<file path="src/rtl/can_esc_pkg.sv">
package can_esc_pkg;

  typedef enum logic [1:0] {
    ST_ACTIVE  = 2'd0,
    ST_WARN    = 2'd1,
    ST_PASSIVE = 2'd2,
    ST_BUSOFF  = 2'd3
  } flt_state_e;

  typedef enum logic [2:0] {
    CZ_NONE  = 3'd0,
    CZ_BIT   = 3'd1,
    CZ_FORM  = 3'd2,
    CZ_STUFF = 3'd3,
    CZ_CRC   = 3'd4,
    CZ_ACK   = 3'd5
  } err_cause_e;

  // positions inside the protocol error field
  localparam int unsigned PE_STUFF = 0;
  localparam int unsigned PE_ACK   = 1;
  localparam int unsigned PE_CRC   = 2;
  localparam int unsigned PE_FORM  = 3;
  localparam int unsigned PE_BIT   = 4;
  localparam int unsigned PE_W     = 5;

endpackage

</file>
<file path="src/rtl/can_esc_state.sv">
module can_esc_state
  import can_esc_pkg::*;
#(
  parameter int unsigned CNT_W    = 8,
  parameter int unsigned WARN_LIM = 96,
  parameter int unsigned PASS_LIM = 128
) (
  input  logic             clk_i,
  input  logic             rst_ni,
  input  logic [CNT_W-1:0] tec_i,
  input  logic [CNT_W-1:0] rec_i,
  input  logic             bus_off_i,
  output flt_state_e       state_o,
  output logic             boff_o,
  output logic             txp_o,
  output logic             rxp_o,
  output logic             warn_o,
  output logic             chg_d_o,
  output logic             chg_tx_o,
  output logic             chg_rx_o
);

  localparam logic [CNT_W-1:0] WARN_L = WARN_LIM[CNT_W-1:0];
  localparam logic [CNT_W-1:0] PASS_L = PASS_LIM[CNT_W-1:0];

  flt_state_e state_q, state_d;
  logic txp_d, rxp_d, warn_d;
  logic boff_q, txp_q, rxp_q, warn_q;
  logic chg_tx_q, chg_rx_q;

  always_comb begin
    txp_d  = (tec_i >= PASS_L);
    rxp_d  = (rec_i >= PASS_L);
    warn_d = (tec_i >= WARN_L) || (rec_i >= WARN_L);
    if (bus_off_i)          state_d = ST_BUSOFF;
    else if (txp_d | rxp_d) state_d = ST_PASSIVE;
    else if (warn_d)        state_d = ST_WARN;
    else                    state_d = ST_ACTIVE;
  end

  assign chg_d_o = (state_d != state_q);

  always_ff @(posedge clk_i or negedge rst_ni) begin
    if (!rst_ni) begin
      state_q  <= ST_ACTIVE;
      boff_q   <= 1'b0;
      txp_q    <= 1'b0;
      rxp_q    <= 1'b0;
      warn_q   <= 1'b0;
      chg_tx_q <= 1'b0;
      chg_rx_q <= 1'b0;
    end else begin
      state_q  <= state_d;
      boff_q   <= bus_off_i;
      txp_q    <= txp_d;
      rxp_q    <= rxp_d;
      warn_q   <= warn_d;
      // attribution: ties go to both directions
      chg_tx_q <= chg_d_o && (tec_i >= rec_i);
      chg_rx_q <= chg_d_o && (tec_i <= rec_i);
    end
  end

  assign state_o  = state_q;
  assign boff_o   = boff_q;
  assign txp_o    = txp_q;
  assign rxp_o    = rxp_q;
  assign warn_o   = warn_q;
  assign chg_tx_o = chg_tx_q;
  assign chg_rx_o = chg_rx_q;

endmodule

</file>
<file path="src/rtl/can_esc_prot.sv">
module can_esc_prot
  import can_esc_pkg::*;
(
  input  logic            clk_i,
  input  logic            rst_ni,
  input  logic [PE_W-1:0] pulse_i,
  input  logic            rd_i,
  output logic [PE_W-1:0] sticky_o,
  output err_cause_e      cause_o
);

  logic [PE_W-1:0] sticky_q;

  // new pulse wins over a coincident read
  always_ff @(posedge clk_i or negedge rst_ni) begin
    if (!rst_ni) sticky_q <= '0;
    else         sticky_q <= pulse_i | (rd_i ? '0 : sticky_q);
  end

  always_comb begin
    if      (sticky_q[PE_BIT])   cause_o = CZ_BIT;
    else if (sticky_q[PE_FORM])  cause_o = CZ_FORM;
    else if (sticky_q[PE_STUFF]) cause_o = CZ_STUFF;
    else if (sticky_q[PE_CRC])   cause_o = CZ_CRC;
    else if (sticky_q[PE_ACK])   cause_o = CZ_ACK;
    else                         cause_o = CZ_NONE;
  end

  assign sticky_o = sticky_q;

endmodule

</file>
<file path="src/rtl/can_esc_irq.sv">
module can_esc_irq #(
  parameter int unsigned NUM_INT = 8
) (
  input  logic               clk_i,
  input  logic               rst_ni,
  input  logic [NUM_INT-1:0] set_i,
  input  logic [NUM_INT-1:0] clr_i,
  input  logic [NUM_INT-1:0] en_i,
  output logic [NUM_INT-1:0] flags_o,
  output logic               irq_o
);

  logic [NUM_INT-1:0] flag_q;

  for (genvar i = 0; i < NUM_INT; i++) begin : g_flag
    always_ff @(posedge clk_i or negedge rst_ni) begin
      if (!rst_ni) flag_q[i] <= 1'b0;
      else         flag_q[i] <= set_i[i] | (flag_q[i] & ~clr_i[i]);
    end
  end

  assign flags_o = flag_q;
  assign irq_o   = |(flag_q & en_i);

endmodule

</file>
<file path="src/rtl/can_esc_top.sv">
module can_esc_top
  import can_esc_pkg::*;
#(
  parameter int unsigned CNT_W       = 8,
  parameter int unsigned WARN_LIM    = 96,
  parameter int unsigned PASS_LIM    = 128,
  parameter int unsigned NUM_INT     = 8,
  parameter int unsigned INT_BUS_BIT = 4
) (
  input  logic               clk_i,
  input  logic               rst_ni,
  input  logic [CNT_W-1:0]   tec_i,
  input  logic [CNT_W-1:0]   rec_i,
  input  logic               bus_off_i,
  input  logic [4:0]         prot_err_i,
  input  logic               err_rd_i,
  input  logic [NUM_INT-1:0] evt_i,
  input  logic [NUM_INT-1:0] int_clr_i,
  input  logic [NUM_INT-1:0] int_en_i,
  output logic [1:0]         state_o,
  output logic [7:0]         err_flags_o,
  output logic [7:0]         stat_o,
  output logic [2:0]         cause_o,
  output logic               chg_tx_o,
  output logic               chg_rx_o,
  output logic [NUM_INT-1:0] int_flags_o,
  output logic               irq_o
);

  flt_state_e      state;
  err_cause_e      cause;
  logic            boff, txp, rxp, warn, chg_d;
  logic [PE_W-1:0] sticky;
  logic [NUM_INT-1:0] int_set;

  can_esc_state #(
    .CNT_W   (CNT_W),
    .WARN_LIM(WARN_LIM),
    .PASS_LIM(PASS_LIM)
  ) u_state (
    .clk_i    (clk_i),
    .rst_ni   (rst_ni),
    .tec_i    (tec_i),
    .rec_i    (rec_i),
    .bus_off_i(bus_off_i),
    .state_o  (state),
    .boff_o   (boff),
    .txp_o    (txp),
    .rxp_o    (rxp),
    .warn_o   (warn),
    .chg_d_o  (chg_d),
    .chg_tx_o (chg_tx_o),
    .chg_rx_o (chg_rx_o)
  );

  can_esc_prot u_prot (
    .clk_i   (clk_i),
    .rst_ni  (rst_ni),
    .pulse_i (prot_err_i),
    .rd_i    (err_rd_i),
    .sticky_o(sticky),
    .cause_o (cause)
  );

  always_comb begin
    int_set = evt_i;
    int_set[INT_BUS_BIT] = evt_i[INT_BUS_BIT] | (|prot_err_i) | chg_d;
  end

  can_esc_irq #(
    .NUM_INT(NUM_INT)
  ) u_irq (
    .clk_i  (clk_i),
    .rst_ni (rst_ni),
    .set_i  (int_set),
    .clr_i  (int_clr_i),
    .en_i   (int_en_i),
    .flags_o(int_flags_o),
    .irq_o  (irq_o)
  );

  assign state_o     = state;
  assign cause_o     = cause;
  assign err_flags_o = {boff, txp, rxp, sticky};
  assign stat_o      = {3'b000, warn, txp | rxp, boff, 2'b00};

endmodule

</file>
<file path="config.mk">
export PLATFORM = sky130hd
export DESIGN_NAME = can_esc_top
export DESIGN_NICKNAME = d
export VERILOG_FILES = /design/src/rtl/can_esc_pkg.sv /design/src/rtl/can_esc_state.sv /design/src/rtl/can_esc_prot.sv /design/src/rtl/can_esc_irq.sv /design/src/rtl/can_esc_top.sv
export SDC_FILE = /design/constraint.sdc
export NUM_CORES = 1
export LEC_CHECK = 0
export BUFFER_PORTS_ARGS = -buffer_cell sky130_fd_sc_hd__buf_2
export CORE_ASPECT_RATIO = 1.2
export CORE_MARGIN = 8
export CORE_UTILIZATION = 32
export DETAILED_ROUTE_END_ITERATION = 10
export GPL_TIMING_DRIVEN = 0
export PLACE_DENSITY = 0.66
export SLEW_MARGIN = 20
export SYNTH_ARGS = -nofsm -noshare
export SYNTH_HDL_FRONTEND = slang
export SYNTH_SLANG_ARGS = --single-unit
export TNS_END_PERCENT = 50
</file>
<file path="constraint.sdc">
create_clock -name clk_i -period 1.4 [get_ports clk_i]
set_input_delay 0.21 -clock clk_i [delete_from_list [all_inputs] [get_ports clk_i]]
set_output_delay 0.21 -clock clk_i [all_outputs]
set_load 0.02 [all_outputs]
</file>
Yosys cells after proc, flatten, opt, wreduce, memory -nomap -nowiden

Index checks and enable logic that the tools add are counted.

Register bits after elaboration: 21
Word-level logic and storage cells: 67
Output and inout bits: 32

$lt $le $gt $ge: 6
Reduce and logical (&&, ||, !) cells: 5
Eq/ne operators: 1
Muxes and demuxes: 9
Bitwise operators: 30

Operators with widths:

| cell                                                                                 | number |
|---|---|
| 8-bit by 7-bit greater-or-equal comparator with 1-bit output (second input constant) | 2 |
| 8-bit greater-or-equal comparator (second input constant)                            | 2 |
| 3-bit 2-to-1 mux                                                                     | 5 |
| 1-bit OR                                                                             | 12 |
| 1-bit bitwise AND                                                                    | 8 |
| 8-bit bitwise AND                                                                    | 1 |
| 8-bit greater-or-equal comparator                                                    | 1 |
| 8-bit less-or-equal comparator                                                       | 1 |
| 1-bit NOT                                                                            | 8 |
| 8-bit OR reduction                                                                   | 1 |
| 5-bit 2-to-1 mux                                                                     | 1 |
| 5-bit OR                                                                             | 1 |
| 5-bit OR reduction                                                                   | 1 |
| 2-bit 2-to-1 mux                                                                     | 2 |
| 1-bit logical AND                                                                    | 2 |
| 2-bit != test                                                                        | 1 |
| 1-bit logical OR                                                                     | 1 |
| 1-bit 2-to-1 mux                                                                     | 1 |

Longest topological paths before layout

Depth in word-level cells: 8
Gate-level depth with buffers: 7

By module

A second synthesis with hierarchy kept.

Cell total of the unflattened synthesis: 116
Area total of the unflattened synthesis: 1,147.4 um^2

By module, submodules not included:

| module        | area an instance (um^2) | instances | cells each |
|---|---|---|---|
| can_esc_state | 514.2                   | 1         | 54 |
| can_esc_irq   | 327.8                   | 1         | 29 |
| can_esc_prot  | 205.2                   | 1         | 18 |
| can_esc_top   | 100.1                   | 1         | 15 |

Least setup slack after synthesis

No wires, ideal clock.

Kind: input to register
Start point: input port rec_i[2]
End point: register u_state.chg_rx_q, in the netlist u_state.chg_rx_o
Path buffers: 0
Cell stages on the path: 7
Setup time: 0.119 ns
Slack: 0.115 ns
Arrival time: 1.166 ns
Path through: inv_1 > ha_1 > nand3_1 > or2_2 > a21oi_1 > o21a_1 > nor2_1

Longest elaborated chain between the ends: 7
Elaborated cells on any way between the ends: 10

Ends and longest elaborated chain:

| element                                                      | line                | RTL |
|---|---|---|
| start: declaration                                           | can_esc_top.sv:13   | `input logic [CNT_W-1:0] rec_i,` |
| 8-bit by 7-bit greater-or-equal comparator with 1-bit output | can_esc_state.sv:34 | `warn_d = (tec_i >= WARN_L) \|\| (rec_i >= WARN_L);` |
| 1-bit logical OR                                             | can_esc_state.sv:34 |  |
| 1-bit 2-to-1 mux                                             | can_esc_state.sv:37 | `else if (warn_d) state_d = ST_WARN;` |
| 2-bit 2-to-1 mux                                             | can_esc_state.sv:36 | `else if (txp_d \| rxp_d) state_d = ST_PASSIVE;` |
| 2-bit 2-to-1 mux                                             | can_esc_state.sv:35 | `if (bus_off_i) state_d = ST_BUSOFF;` |
| 2-bit != test                                                | can_esc_state.sv:41 | `assign chg_d_o = (state_d != state_q);` |
| 1-bit logical AND (*)                                        | can_esc_state.sv:60 | `chg_rx_q <= chg_d_o && (tec_i <= rec_i);` |
| end signal: assignment                                       | can_esc_state.sv:60 |  |
| end: declaration                                             | can_esc_state.sv:29 | `logic chg_tx_q, chg_rx_q;` |

Mark *: on every way between the ends. The rest lies on a longest branch, timed or not.

Worst setup path in the final report

Start point: register u_irq.flag_q[1], in the netlist u_irq.flags_o[1]
End point: output port irq_o

Longest elaborated chain between the ends: 2

Ends and longest elaborated chain:

| element                          | line              | RTL |
|---|---|---|
| start: declaration               | can_esc_irq.sv:13 | `logic [NUM_INT-1:0] flag_q;` |
| start signal: indexed assignment | can_esc_irq.sv:18 | `else flag_q[i] <= set_i[i] \| (flag_q[i] & ~clr_i[i]);` |
| 8-bit bitwise AND                | can_esc_irq.sv:23 | `assign irq_o = \|(flag_q & en_i);` |
| 8-bit OR reduction               | can_esc_irq.sv:23 |  |
| end: declaration                 | can_esc_top.sv:27 | `output logic irq_o` |

No other way between the ends.

==> results.tsv <==
stage	metric	value	unit
timing	fin_crit	1.359	ns
logic_synthesis	ys_types	26	
critical_path	arrival	1.15	ns
die	die_area	0.005696	mm²
cts	cts_tree	built	
power	pwr-share-seq	46.9	%
cells_and_area	areaGrowthSynthToFinish	47.84	%
logic_synthesis	ys_ff_latch	21	
timing	hold_viol	0	
routing	initialDrtViolationCount	19	
die	rows	23	
cells_and_area	drive_above_1_share	49.75	%
global_routing	grt_pass1_vias	1168	
power	powerDensity	863.0	mW/mm²
critical_path	cp_max_fo	3	
critical_path	regToRegSetupSlack	0.20	ns
die	die_h	81.09	µm
power	p_total	1441	µW
timing	fmax	735.7	MHz
cells_and_area	regArea	525.5	µm²
critical_path	required	1.19	ns
placement	port_buffers	75	
cts	cts_buffer_depth	2	
logic_synthesis	ys_warn_count	0	
critical_path	reg2reg_depth	4	
routing	route.detailed.drc	0	
run_status	outcome	completed	
cells_and_area	nNetsFinal	261	
die	fp.coreArea	0.003367	mm²
job	cap_viol_max_count	0	
power	p_int	1019	µW
cts	clock_latency	0.26	ns
die	die_w	70.24	µm
die	start_util	33.56	%
critical_path	critical_path_class	register to primary output	
power	clkPwrFrac	27.4	%
placement	dp_hpwl	2.620	mm
critical_path	r2r-start	u_state.state_o[1]	
logic_synthesis	syn-cell-area	0.001130	mm²
routing	vias	1091	
timing	min_period_over_period	97.09	%
power	ir_drop	0.0005515	V
routing	viasPerCell	4.546	
global_routing	antenna_found_initial	0	
power	power_frac_comb	25.7	%
cts	path_clk_slew	0.08	ns
placement	gp_congestion	0.7239	
cts	numCtsBuffers	3	
critical_path	end_kind	primary output	
logic_synthesis	synth_area_per_cell	9.825	µm²
routing	totalWireLength	3.064	mm
routing	ant_nets	0	
cts	htreeDepth	1	
logic_synthesis	ys_seq_area_share	46.51	%
critical_path	worstReg2RegEnd	u_irq.flags_o[4]	
routing	first_pass_iters	4	
timing	finalWorstSetupSlack	0.04073	ns
power	netSwitchingFraction	29.32	%
power	p_leak	0.0009506	µW
timing	skew	0.004551	ns
global_routing	grt_overflow_total	0	
logic_synthesis	syn_inst	115	
critical_path	startpoint	u_irq.flags_o[1]	
cells_and_area	multi_input_area	475.5	µm²
timing	rsz0062_at_grt	true	
placement	dp_slack	-0.06748	ns
min_path	hp-class	input port to register	
cts	root_buffer	clkbuf_8	
cells_and_area	n_fill_cell	340	
cells_and_area	diodes	0	
global_routing	grt_max_degree	22	
routing	post_drt_wl_per_cell	12.77	µm
placement	dpl_cell_area	0.001567	mm²
timing	timing.hold.ws	0.1302	ns
cells_and_area	postLayoutCellArea	0.001670	mm²
critical_path	cp-endpoint	irq_o	
cells_and_area	utilization	49.61	%
critical_path	crit_path_start_kind	register	
power	power_switching	422.6	µW
die	ios	81	
global_routing	grt_pass1_wl	5.092	mm
global_routing	grtUsageTotal	10.78	%
timing	finalSetupViolCount	0	
timing	drv_slew	0	
cts	cts.sinks	21	
-- critical path: stages, from the launching register on --
cell and delay [ns]:
dfrtp_1 0.40, a22oi_2 0.17, nand4_1 0.14, buf_4 0.18
-- how the worst min path moves through the flow --
stage | cells after the start | slack, ns | startpoint | endpoint
floorplan | 0 | -0.09 | rst_ni | u_irq.flags_o[0]
global placement | 1 | 0.19 | rst_ni | u_irq.flags_o[7]
global route | 2 | 0.14 | evt_i[0] | u_irq.flags_o[0]
CTS | 2 | 0.13 | evt_i[1] | u_irq.flags_o[1]
detailed placement | 1 | 0.20 | rst_ni | u_irq.flags_o[7]
finish | 2 | 0.13 | evt_i[1] | u_irq.flags_o[1]
-- state kept, by name, summed over array words and instances, names as in the netlist --
signal,count
u_state.warn_o,1
u_state.chg_tx_o,1
u_irq.flags_o,8
u_state.txp_o,1
u_state.chg_rx_o,1
u_state.boff_o,1
u_state.rxp_o,1
u_prot.sticky_o,5
u_state.state_o,2
-- cell usage after synthesis --
master / count / area (µm²)
nor4b_1: 1 / 8.760
a221o_1: 1 / 10.01
buf_4: 10 / 75.07
clkbuf_1: 1 / 3.750
or2_4: 1 / 8.760
nand3_1: 5 / 25.02
dlygate4sd3_1: 1 / 10.01
or2_2: 2 / 12.51
o21bai_1: 1 / 7.510
a21oi_1: 6 / 30.03
a21o_1: 13 / 97.59
o21ai_0: 2 / 10.01
a21o_2: 1 / 8.760
o21a_1: 1 / 7.510
nor2_1: 8 / 30.03
or3_2: 1 / 7.510
ha_1: 8 / 100.1
a22oi_1: 4 / 30.03
dfrtp_1: 21 / 525.5
conb_1: 1 / 3.750
inv_1: 18 / 67.56
mux2i_1: 1 / 10.01
nor4_1: 2 / 12.51
a211oi_1: 1 / 7.510
nand2_1: 2 / 7.510
nand4_1: 2 / 12.51
-- power groups by stage --
stage	logic [µW]	clock network (µW)	registers, µW
2_1_floorplan	154	0	727
3_3_place_gp	353	0	685
3_5_place_dp	358	0	687
4_1_cts	368	406	676
5_1_grt	414	421	683
6_report	371	395	676
-- timing repair --
action                                 in CTS  in global routing
pin swaps                                   1                  3
setup buffers                               1                  3
endpoints found under the hold margin      21                  0
hold buffers                                1                  0
setup endpoints to repair                   1                  2
resized for setup                           3                  3
gates cloned                                0                  0
-- per-stage QoR --
step                instances  setup TNS, ns
floorplan                 119              0
global route              240       -0.04865
global placement          231        -0.1558
finish                    240              0
detailed placement        231        -0.1590
CTS                       237              0
-- layout by cell type (no fill, tap or decap), types with 3 or more instances in the layout --
cell type and instances:
nand3_1 5, buf_4 16, nor2_1 7, a21o_1 13
clkbuf_8 3, conb_1 5, a21oi_1 6, buf_2 73
inv_1 18, ha_1 8, dfrtp_1 21
-- cell families after synthesis --
| group | share of synthesized area (%) |
|---|---|
| AO/OA/AOI/OAI | 18.49 |
| adder cells (fa/ha/maj) | 8.860 |
| buffers and inverters | 13.84 |
| flip-flops | 46.51 |
| multiplexers | 0.8860 |
| other | 0.3319 |
| AND/OR/NAND/NOR | 11.07 |
-- per-layer routing --
| layer | vias to the layer above | global-route usage, % | routed length (µm) |
|---|---|---|---|
| li1 | 552 | - | - |
| met1 | 476 | 11.05 | 1229 |
| met2 | 61 | 18.13 | 1402 |
| met3 | 2 | 5.603 | 402 |
| met4 | 0 | 4.829 | 29 |
| met5 | - | 0 | 0 |
-- area by class of cell --
cell class / count / share of cell area (%)
plain buffers: 12 / 5.318
clock buffers: 3 / 2.472
clock inverters: 1 / 0.2996
inverters: 18 / 4.045
multi-input cells: 68 / 28.46
flip-flops and latches: 21 / 31.46
well taps: 37 / 2.772
repair buffers: 80 / 25.17
Note: power is estimated with default switching activity, not from simulation.
